**config.mk**
```make
export PLATFORM = sky130hd
export DESIGN_NAME = pinmux_port
export DESIGN_NICKNAME = d
export VERILOG_FILES = /design/src/rtl/pinmux_pkg.sv /design/src/rtl/pinmux_ctrl.sv /design/src/rtl/pinmux_dp.sv /design/src/rtl/pinmux_port.sv
export SDC_FILE = /design/constraint.sdc
export NUM_CORES = 1
export LEC_CHECK = 0
export BUFFER_PORTS_ARGS = -buffer_cell sky130_fd_sc_hd__buf_2
export CAP_MARGIN = 20
export CORE_MARGIN = 2
export CORE_UTILIZATION = 47
export CTS_BUF_LIST = sky130_fd_sc_hd__clkbuf_16
export CTS_CLUSTER_DIAMETER = 100
export DETAILED_ROUTE_END_ITERATION = 6
export GPL_TIMING_DRIVEN = 0
export HOLD_SLACK_MARGIN = 0.02
export PLACE_DENSITY = 0.86
export SLEW_MARGIN = 20
export SYNTH_ARGS = -nofsm -noshare
export SYNTH_HDL_FRONTEND = slang
export SYNTH_SLANG_ARGS = --single-unit
```
**constraint.sdc**
```tcl
create_clock -name clk -period 1.12 [get_ports clk]
set_input_delay 0.168 -clock clk [delete_from_list [all_inputs] [get_ports clk]]
set_output_delay 0.168 -clock clk [all_outputs]
set_load 0.005 [all_outputs]
```
**src/rtl/pinmux_pkg.sv**
```systemverilog
package pinmux_pkg;
  localparam int PORT_W      = 8;
  localparam int SYNC_STAGES = 2;

  typedef struct packed {
    logic wrData;
    logic wrDir;
    logic rdLoad;
    logic rdDir;
  } regStrobe_t;

  // which SPI channel may claim a pad (0 = none)
  function automatic int spiChOf(int pin);
    if (pin >= 4) return 2;
    if (pin >= 2) return 1;
    return 0;
  endfunction

  function automatic int spiBitOf(int pin);
    if (pin >= 4) return pin - 4;
    if (pin >= 2) return pin - 2;
    return 0;
  endfunction

  // UART channel index on a pad: 0 = A, 1 = B, 2 = C, -1 = none
  function automatic int uartChOf(int pin);
    if (pin >= 6) return 1;
    if (pin >= 4) return 0;
    if (pin >= 2) return 2;
    return -1;
  endfunction

  function automatic bit isTxPin(int pin);
    return (pin >= 2) && (pin % 2 == 1);
  endfunction

  function automatic logic [PORT_W-1:0] txMask();
    logic [PORT_W-1:0] m;
    for (int p = 0; p < PORT_W; p++) m[p] = isTxPin(p);
    return m;
  endfunction
endpackage

```
**src/rtl/pinmux_ctrl.sv**
```systemverilog
module pinmux_ctrl
  import pinmux_pkg::*;
(
  input  logic              busAddr,
  input  logic              busWrEn,
  input  logic              busRdEn,
  input  logic              spi1En,
  input  logic [1:0]        spi1Out,
  input  logic [1:0]        spi1Oe,
  input  logic              spi2En,
  input  logic [3:0]        spi2Out,
  input  logic [3:0]        spi2Oe,
  input  logic [2:0]        uartEn,
  input  logic [2:0]        uartTx,
  output regStrobe_t        strb,
  output logic [PORT_W-1:0] spiOwn,
  output logic [PORT_W-1:0] uartOwn,
  output logic [PORT_W-1:0] altOut,
  output logic [PORT_W-1:0] altOe
);
  localparam logic [PORT_W-1:0] TX_MASK = txMask();

  logic [PORT_W-1:0] spiEnPin, spiOutPin, spiOePin, uartEnPin, uartTxPin;

  always_comb begin
    strb.wrData = busWrEn && (busAddr == 1'b0);
    strb.wrDir  = busWrEn && (busAddr == 1'b1);
    strb.rdLoad = busRdEn;
    strb.rdDir  = (busAddr == 1'b1);
  end

  for (genvar g = 0; g < PORT_W; g++) begin : gPin
    localparam int SCH = spiChOf(g);
    localparam int SB  = spiBitOf(g);
    localparam int UCH = uartChOf(g);
    localparam bit TX  = isTxPin(g);

    if (SCH == 2) begin : gSpi2
      assign spiEnPin[g]  = spi2En;
      assign spiOutPin[g] = spi2Out[SB];
      assign spiOePin[g]  = spi2Oe[SB];
    end else if (SCH == 1) begin : gSpi1
      assign spiEnPin[g]  = spi1En;
      assign spiOutPin[g] = spi1Out[SB];
      assign spiOePin[g]  = spi1Oe[SB];
    end else begin : gNoSpi
      assign spiEnPin[g]  = 1'b0;
      assign spiOutPin[g] = 1'b0;
      assign spiOePin[g]  = 1'b0;
    end

    if (UCH >= 0) begin : gUart
      assign uartEnPin[g] = uartEn[UCH];
      if (TX) begin : gTx
        assign uartTxPin[g] = uartTx[UCH];
      end else begin : gRx
        assign uartTxPin[g] = 1'b0;
      end
    end else begin : gNoUart
      assign uartEnPin[g] = 1'b0;
      assign uartTxPin[g] = 1'b0;
    end
  end

  // priority: SPI over UART over GPIO
  assign spiOwn  = spiEnPin;
  assign uartOwn = uartEnPin & ~spiEnPin;
  assign altOut  = (spiOwn & spiOutPin) | (uartOwn & uartTxPin);
  assign altOe   = (spiOwn & spiOePin)  | (uartOwn & TX_MASK);
endmodule

```
**src/rtl/pinmux_dp.sv**
```systemverilog
module pinmux_dp
  import pinmux_pkg::*;
(
  input  logic              clk,
  input  logic              rst,
  input  regStrobe_t        strb,
  input  logic [PORT_W-1:0] busWdata,
  input  logic [PORT_W-1:0] padIn,
  input  logic [PORT_W-1:0] spiOwn,
  input  logic [PORT_W-1:0] uartOwn,
  input  logic [PORT_W-1:0] altOut,
  input  logic [PORT_W-1:0] altOe,
  output logic [PORT_W-1:0] busRdata,
  output logic [PORT_W-1:0] padOut,
  output logic [PORT_W-1:0] padOe,
  output logic [PORT_W-1:0] spiInPin,
  output logic [PORT_W-1:0] uartRxPin
);
  localparam logic [PORT_W-1:0] TX_MASK = txMask();

  logic [PORT_W-1:0] dataReg, dirReg, syncIn;
  logic [PORT_W-1:0] syncStage [SYNC_STAGES];

  always_ff @(posedge clk) begin
    if (rst) begin
      dataReg <= '0;
      dirReg  <= '0;
    end else begin
      if (strb.wrData) dataReg <= busWdata;
      if (strb.wrDir)  dirReg  <= busWdata;
    end
  end

  for (genvar s = 0; s < SYNC_STAGES; s++) begin : gSync
    if (s == 0) begin : gFirst
      always_ff @(posedge clk) begin
        if (rst) syncStage[0] <= '0;
        else     syncStage[0] <= padIn;
      end
    end else begin : gNext
      always_ff @(posedge clk) begin
        if (rst) syncStage[s] <= '0;
        else     syncStage[s] <= syncStage[s-1];
      end
    end
  end
  assign syncIn = syncStage[SYNC_STAGES-1];

  always_ff @(posedge clk) begin
    if (rst)              busRdata <= '0;
    else if (strb.rdLoad) busRdata <= strb.rdDir ? dirReg
                                    : ((dataReg & dirReg) | (syncIn & ~dirReg));
  end

  for (genvar g = 0; g < PORT_W; g++) begin : gMux
    logic altOwn;
    assign altOwn       = spiOwn[g] | uartOwn[g];
    assign padOut[g]    = altOwn ? altOut[g] : dataReg[g];
    assign padOe[g]     = altOwn ? altOe[g]  : dirReg[g];
    assign spiInPin[g]  = spiOwn[g] & syncIn[g];
    assign uartRxPin[g] = uartOwn[g] ? syncIn[g] : 1'b1;
  end


  data_write_chk: assert property (@(posedge clk) disable iff (rst)
    strb.wrData |=> dataReg == $past(busWdata));

  dir_write_chk: assert property (@(posedge clk) disable iff (rst)
    strb.wrDir |=> dirReg == $past(busWdata));

  sync_entry_chk: assert property (@(posedge clk) disable iff (rst)
    !$past(rst) |-> syncStage[0] == $past(padIn));

  uart_tx_oe_chk: assert property (@(posedge clk) disable iff (rst)
    ((uartOwn & TX_MASK & ~padOe) == '0));

  uart_rx_oe_chk: assert property (@(posedge clk) disable iff (rst)
    ((uartOwn & ~TX_MASK & padOe) == '0));

  read_latched_chk: assert property (@(posedge clk) disable iff (rst)
    (strb.rdLoad && !strb.rdDir && dirReg == '1) |=> busRdata == $past(dataReg));
endmodule

```
**src/rtl/pinmux_port.sv**
```systemverilog
module pinmux_port
  import pinmux_pkg::*;
(
  input  logic              clk,
  input  logic              rst,
  input  logic              busAddr,
  input  logic              busWrEn,
  input  logic              busRdEn,
  input  logic [PORT_W-1:0] busWdata,
  output logic [PORT_W-1:0] busRdata,
  input  logic [PORT_W-1:0] padIn,
  output logic [PORT_W-1:0] padOut,
  output logic [PORT_W-1:0] padOe,
  input  logic              spi1En,
  input  logic [1:0]        spi1Out,
  input  logic [1:0]        spi1Oe,
  output logic [1:0]        spi1In,
  input  logic              spi2En,
  input  logic [3:0]        spi2Out,
  input  logic [3:0]        spi2Oe,
  output logic [3:0]        spi2In,
  input  logic              uartAEn,
  input  logic              uartATx,
  output logic              uartARx,
  input  logic              uartBEn,
  input  logic              uartBTx,
  output logic              uartBRx,
  input  logic              uartCEn,
  input  logic              uartCTx,
  output logic              uartCRx
);
  regStrobe_t        strb;
  logic [PORT_W-1:0] spiOwn, uartOwn, altOut, altOe, spiInPin, uartRxPin;

  pinmux_ctrl uCtrl (
    .busAddr(busAddr), .busWrEn(busWrEn), .busRdEn(busRdEn),
    .spi1En(spi1En), .spi1Out(spi1Out), .spi1Oe(spi1Oe),
    .spi2En(spi2En), .spi2Out(spi2Out), .spi2Oe(spi2Oe),
    .uartEn({uartCEn, uartBEn, uartAEn}),
    .uartTx({uartCTx, uartBTx, uartATx}),
    .strb(strb), .spiOwn(spiOwn), .uartOwn(uartOwn),
    .altOut(altOut), .altOe(altOe)
  );

  pinmux_dp uDp (
    .clk(clk), .rst(rst), .strb(strb), .busWdata(busWdata), .padIn(padIn),
    .spiOwn(spiOwn), .uartOwn(uartOwn), .altOut(altOut), .altOe(altOe),
    .busRdata(busRdata), .padOut(padOut), .padOe(padOe),
    .spiInPin(spiInPin), .uartRxPin(uartRxPin)
  );

  assign spi2In  = spiInPin[7:4];
  assign spi1In  = spiInPin[3:2];
  assign uartARx = uartRxPin[4];
  assign uartBRx = uartRxPin[6];
  assign uartCRx = uartRxPin[2];


  spi2_owns_chk: assert property (@(posedge clk) disable iff (rst)
    spi2En |-> (padOe[7:4] == spi2Oe && padOut[7:4] == spi2Out));

  spi1_owns_chk: assert property (@(posedge clk) disable iff (rst)
    spi1En |-> (padOe[3:2] == spi1Oe && padOut[3:2] == spi1Out));

  uart_rx_idle_chk: assert property (@(posedge clk) disable iff (rst)
    ((!uartAEn || spi2En) |-> uartARx) and ((!uartCEn || spi1En) |-> uartCRx));

  spi_in_quiet_chk: assert property (@(posedge clk) disable iff (rst)
    !spi2En |-> spi2In == 4'b0000);
endmodule

```
## After elaboration in Yosys (flattened, before gate mapping)

Memory sizes are Yosys's and may differ from the RTL's.
Cells that the tools add are included.

| word-level totals | value |
|---|---|
| memories | 1 |
| bits in registers | 24 |
| word-level logic and storage cells | 57 |
| output and inout port bits | 33 |
| RAM bits | 16 |

Memories:

| memory | depth | bits a word | rd ports | clocked after memory_dff | wr ports | line | text |
|---|---|---|---|---|---|---|---|
| uDp.syncStage | 2 | 8 | 2 | 0 | 2 | pinmux_dp.sv:22 | `logic [PORT_W-1:0] syncStage [SYNC_STAGES];` |

| cells by class | value |
|---|---|
| reductions and logical operators | 2 |
| bitwise logic cells | 26 |
| muxes and demuxes | 25 |

Operators with widths:

| cell | count |
|---|---|
| $and A8 B8 Y8 | 6 |
| $mux W8 | 3 |
| $or A8 B8 Y8 | 3 |
| $mux W1 | 22 |
| $not A8 Y8 | 2 |
| $or A1 B1 Y1 | 8 |
| $and A1 B1 Y1 | 6 |
| $logic_and A1 B1 Y1 | 2 |
| $not A1 Y1 | 1 |

## Depth between registers and ports, before layout

| logic depth | value |
|---|---|
| depth after elaboration | 5 |
| mapped depth | 5 |

## Cells and area by module

From an unflattened synthesis, not the netlist that was laid out.

| unflattened totals | value |
|---|---|
| cells, all modules | 207 |
| area total of the unflattened synthesis | 2008.2 um^2 |

Modules (own cells, without submodules):

| module | area an instance (um^2) | instances | sequential area each (um^2) | cells an instance |
|---|---|---|---|---|
| pinmux_dp | 1707.9 | 1 | 800.8 | 169 |
| pinmux_ctrl | 300.3 | 1 | 0.0 | 38 |

## Worst setup path before layout

OpenSTA, ideal clock, no wires.

| path | value |
|---|---|
| kind | input -> output |
| start | input port spi2En |
| end | output port uartBRx |
| data arrival time | 768 ps |
| cell stages on the path | 2 |
| slack | 184 ps |
| path buffers | 1 |
| cells stage by stage | buf_2 > or3b_2 |

| between the ends | value |
|---|---|
| longest elaborated chain between the ends | 3 |

RTL lines:

| item | line | text |
|---|---|---|
| start, declared | pinmux_port.sv:18 | `input logic spi2En,` |
| $not A8 Y8 | pinmux_ctrl.sv:67 | `assign uartOwn = uartEnPin & ~spiEnPin;` |
| $and A8 B8 Y8 | pinmux_ctrl.sv:67 |  |
| $mux W1 | pinmux_dp.sv:61 | `assign uartRxPin[g] = uartOwn[g] ? syncIn[g] : 1'b1;` |
| end, declared | pinmux_port.sv:27 | `output logic uartBRx,` |

No other way between the ends.

==> results.cfg <==
[outcome]
status = finished with violations
violations = negative setup slack

[clocking]
worstSkewPairLatency_ps = 280
hold_buffers = 0
cts-root-buf = clkbuf_16
cts_sinks = 40
cts_tree = built
htreeDepth = 2
cts_buffers = 5
clock_path_buffers = 2
clk_pin_slew_ps = 50

[die]
rows = 22
die_area_um2 = 4200
core_um2 = 3610
die_h_um = 64.8
die_width_um = 64.8
io-pin-count = 74
initial_core_util_pct = 48.2

[worst_setup_path]
worstPathCellList = or3b_4, buf_6
worstSetupEndpointType = output port
timing.critical_path.buf_inv = 1
start_kind = register
worstPathMaxFanout = 2
reg2reg_depth = 4
max_stage_delay_ps = 370
crit_required_ps = 950
criticalPathCategory = reg2out
rr_startpoint = uDp.dirReg[6]$_SDFFE_PP0P_
crit_arrival_ps = 1100
crit_slowest_cell = or3b_4
r2r_end = uDp.busRdata[6]$_SDFFE_PP0P_
reg2reg_slack_ps = 110
cp_top_family = simple AND/OR/NAND/NOR gates

[finish]
nFillCells = 299
syn_to_final_growth_pct = 41.0
nets = 336
final-seq-area_um2 = 818
multiInputGateArea_um2 = 826
antenna_cells = 0
drive_above_1_share_pct = 42.6

[placed_design]
portBuffers = 71
gp_congestion = 0.830
place_hpwl_um = 3070

[min_path]
hold_path.class = in2reg
hold_start = padIn[4]
holdPathStages = 2
min_to = uDp.syncStage[0][4]$_SDFF_PP0_

[synthesis]
syn-mean-instance-area_um2 = 8.44
yosysSeqAreaShare_pct = 46.1
ys_seq_elements = 40
yosys_warnings = 0
ys_types = 21
synthCells = 206
syn_nets = 247
syn_area_um2 = 1740

[timing]
fin_crit_sh_pct = 113
grt_setup_unrepaired = yes
hold_violations = 0
drv_slew = 0
fin_tns_setup_ps = -469
worstMarginPinSlew_ps = 519
max_freq_mhz = 787
fin_skew_ps = 3.71
min_period_ps = 1270
setup_ws_ps = -151
slew_headroom_pct = 65.4
finalSetupViolCount = 6
hold_slack_ps = 91.9

[power]
combPwrFrac_pct = 13.7
leakage_nw = 1.10
power.switching_w = 0.000791
seqPwrFrac_pct = 46.0
intPower_w = 0.00254
p_per_area_nw_per_um2 = 1360
p_clk_share_pct = 40.4
switching_share_pct = 23.8
ir_worst_vdd_mv = 1.05

[detailed_routing]
vias = 1777
route.detailed.drc = 0
route.met3.wl_um = 381
antenna_left = 0
drt-met1-wl_um = 1870
drt-total-wl_um = 4860
wire_per_inst_um = 14.1
wl_met2_um = 2450
dr.pass1.iters = 4
first_iter_violations = 117
vias_per_cell = 5.17
dr.max_layer_used = met4

[global_route]
grt_start_max_net_pins = 13
grt_pass1_wl_um = 7000
grt_overflow = 0
grt_pass1_vias = 1573
grt_usage_pct = 22.2
antenna_found_initial = 0

[run]
maxCapViolCount = 0
-- metrics by stage --
step	area (µm²)	utilization, %	total power [W]	setup slack [ps]	std cells
after detailed placement	2150	59.7	0.00195	-87.6	325
after global placement	2150	59.7	0.00194	-78.5	325
after CTS	2350	65.3	0.00330	-146	336
final	2450	67.9	0.00333	-151	344
after floorplan	1740	-	0.00176	184	206
after global routing	2450	67.9	0.00346	-167	344
-- state kept, by name, summed over array words and instances, names as in the netlist --
signal	flops
uDp.busRdata	8
uDp.dataReg	8
uDp.dirReg	8
uDp.syncStage	16
-- power by group through the flow --
stage / sequential (W) / clock, W / combinational [W]
2_1_floorplan: 0.00155 / 0 / 0.000217
3_3_place_gp: 0.00156 / 0 / 0.000380
3_5_place_dp: 0.00156 / 0 / 0.000392
4_1_cts: 0.00153 / 0.00135 / 0.000413
5_1_grt: 0.00154 / 0.00142 / 0.000501
6_report: 0.00153 / 0.00134 / 0.000455
-- how the worst max path moves through the flow --
stage | startpoint | to | slack, ps | cells after the start
floorplan | spi2En | uartBRx | 180 | 2
global placement | spi2En | uartBRx | -80 | 4
detailed placement | spi2En | uartBRx | -90 | 4
CTS | uDp.syncStage[1][4]$_SDFF_PP0_ | uartARx | -150 | 2
global route | uDp.syncStage[1][6]$_SDFF_PP0_ | uartBRx | -170 | 2
finish | uDp.syncStage[1][4]$_SDFF_PP0_ | uartARx | -150 | 2
-- per-layer routing --
layer / GRT usage [%] / up-vias
met1: 26.0 / 807
met2: 36.5 / 84
met5: 0 / -
li1: - / 869
met4: 10.4 / 0
met3: 7.47 / 17
-- final cells by class --
class | instances | share of cell area, %
clock inverter | 3 | 0.562
tap | 48 | 2.45
buffer | 19 | 5.16
sequential | 40 | 33.4
multi-input combinational | 147 | 33.7
timing repair buffer | 82 | 19.6
clock buffer | 5 | 5.11
-- cells in the mapped netlist --
cell	count	area, µm²
a21oi_1	16	80.1
a311oi_1	3	26.3
a31oi_1	5	31.3
and2_1	6	37.5
buf_2	2	10.0
buf_4	7	52.6
buf_6	3	33.8
clkbuf_1	6	22.5
clkbuf_2	1	5.00
dfxtp_1	40	801
mux2i_1	3	30.0
nand2_1	40	150
nand2b_1	12	75.1
nand3_1	8	40.0
nand4bb_1	5	56.3
nor2_1	6	22.5
nor2_2	3	18.8
nor2b_1	17	106
o211ai_1	5	37.5
o21ai_0	15	75.1
or3b_2	3	26.3
-- layout by cell type, fill, tap and decap left out --
master / instances
a311oi_1: 3
clkinv_2: 2
nand2_1: 40
dfxtp_2: 14
buf_2: 68
o211ai_1: 5
nor2_2: 3
clkbuf_2: 3
or3b_4: 3
clkbuf_1: 4
buf_4: 15
and2_1: 4
nand2b_1: 12
clkinv_1: 1
dfxtp_1: 26
nor2b_1: 17
and2_4: 2
mux2i_1: 3
nand4bb_1: 5
buf_6: 11
nand3_1: 8
a31oi_1: 5
o21ai_0: 7
clkbuf_16: 5
nor2_1: 6
o21ai_1: 8
a21oi_1: 16
-- cells by family (layout without fill, tap and decap cells) --
group	Yosys count	count (layout)	share of synthesized area, %
simple gates	100	100	30.7
compound gates	44	44	14.4
flops	40	40	46.1
buf+inv	19	109	7.13
mux	3	3	1.73
-- timing repair --
item / 4_1_cts / 5_1_grt
setup buffers: 3 / 8
pin swaps: 2 / 1
gates cloned: 0 / 0
resized for setup: 22 / 17
endpoints found under the setup margin: 14 / 19
No activity file was read; power rests on OpenSTA's default activity.
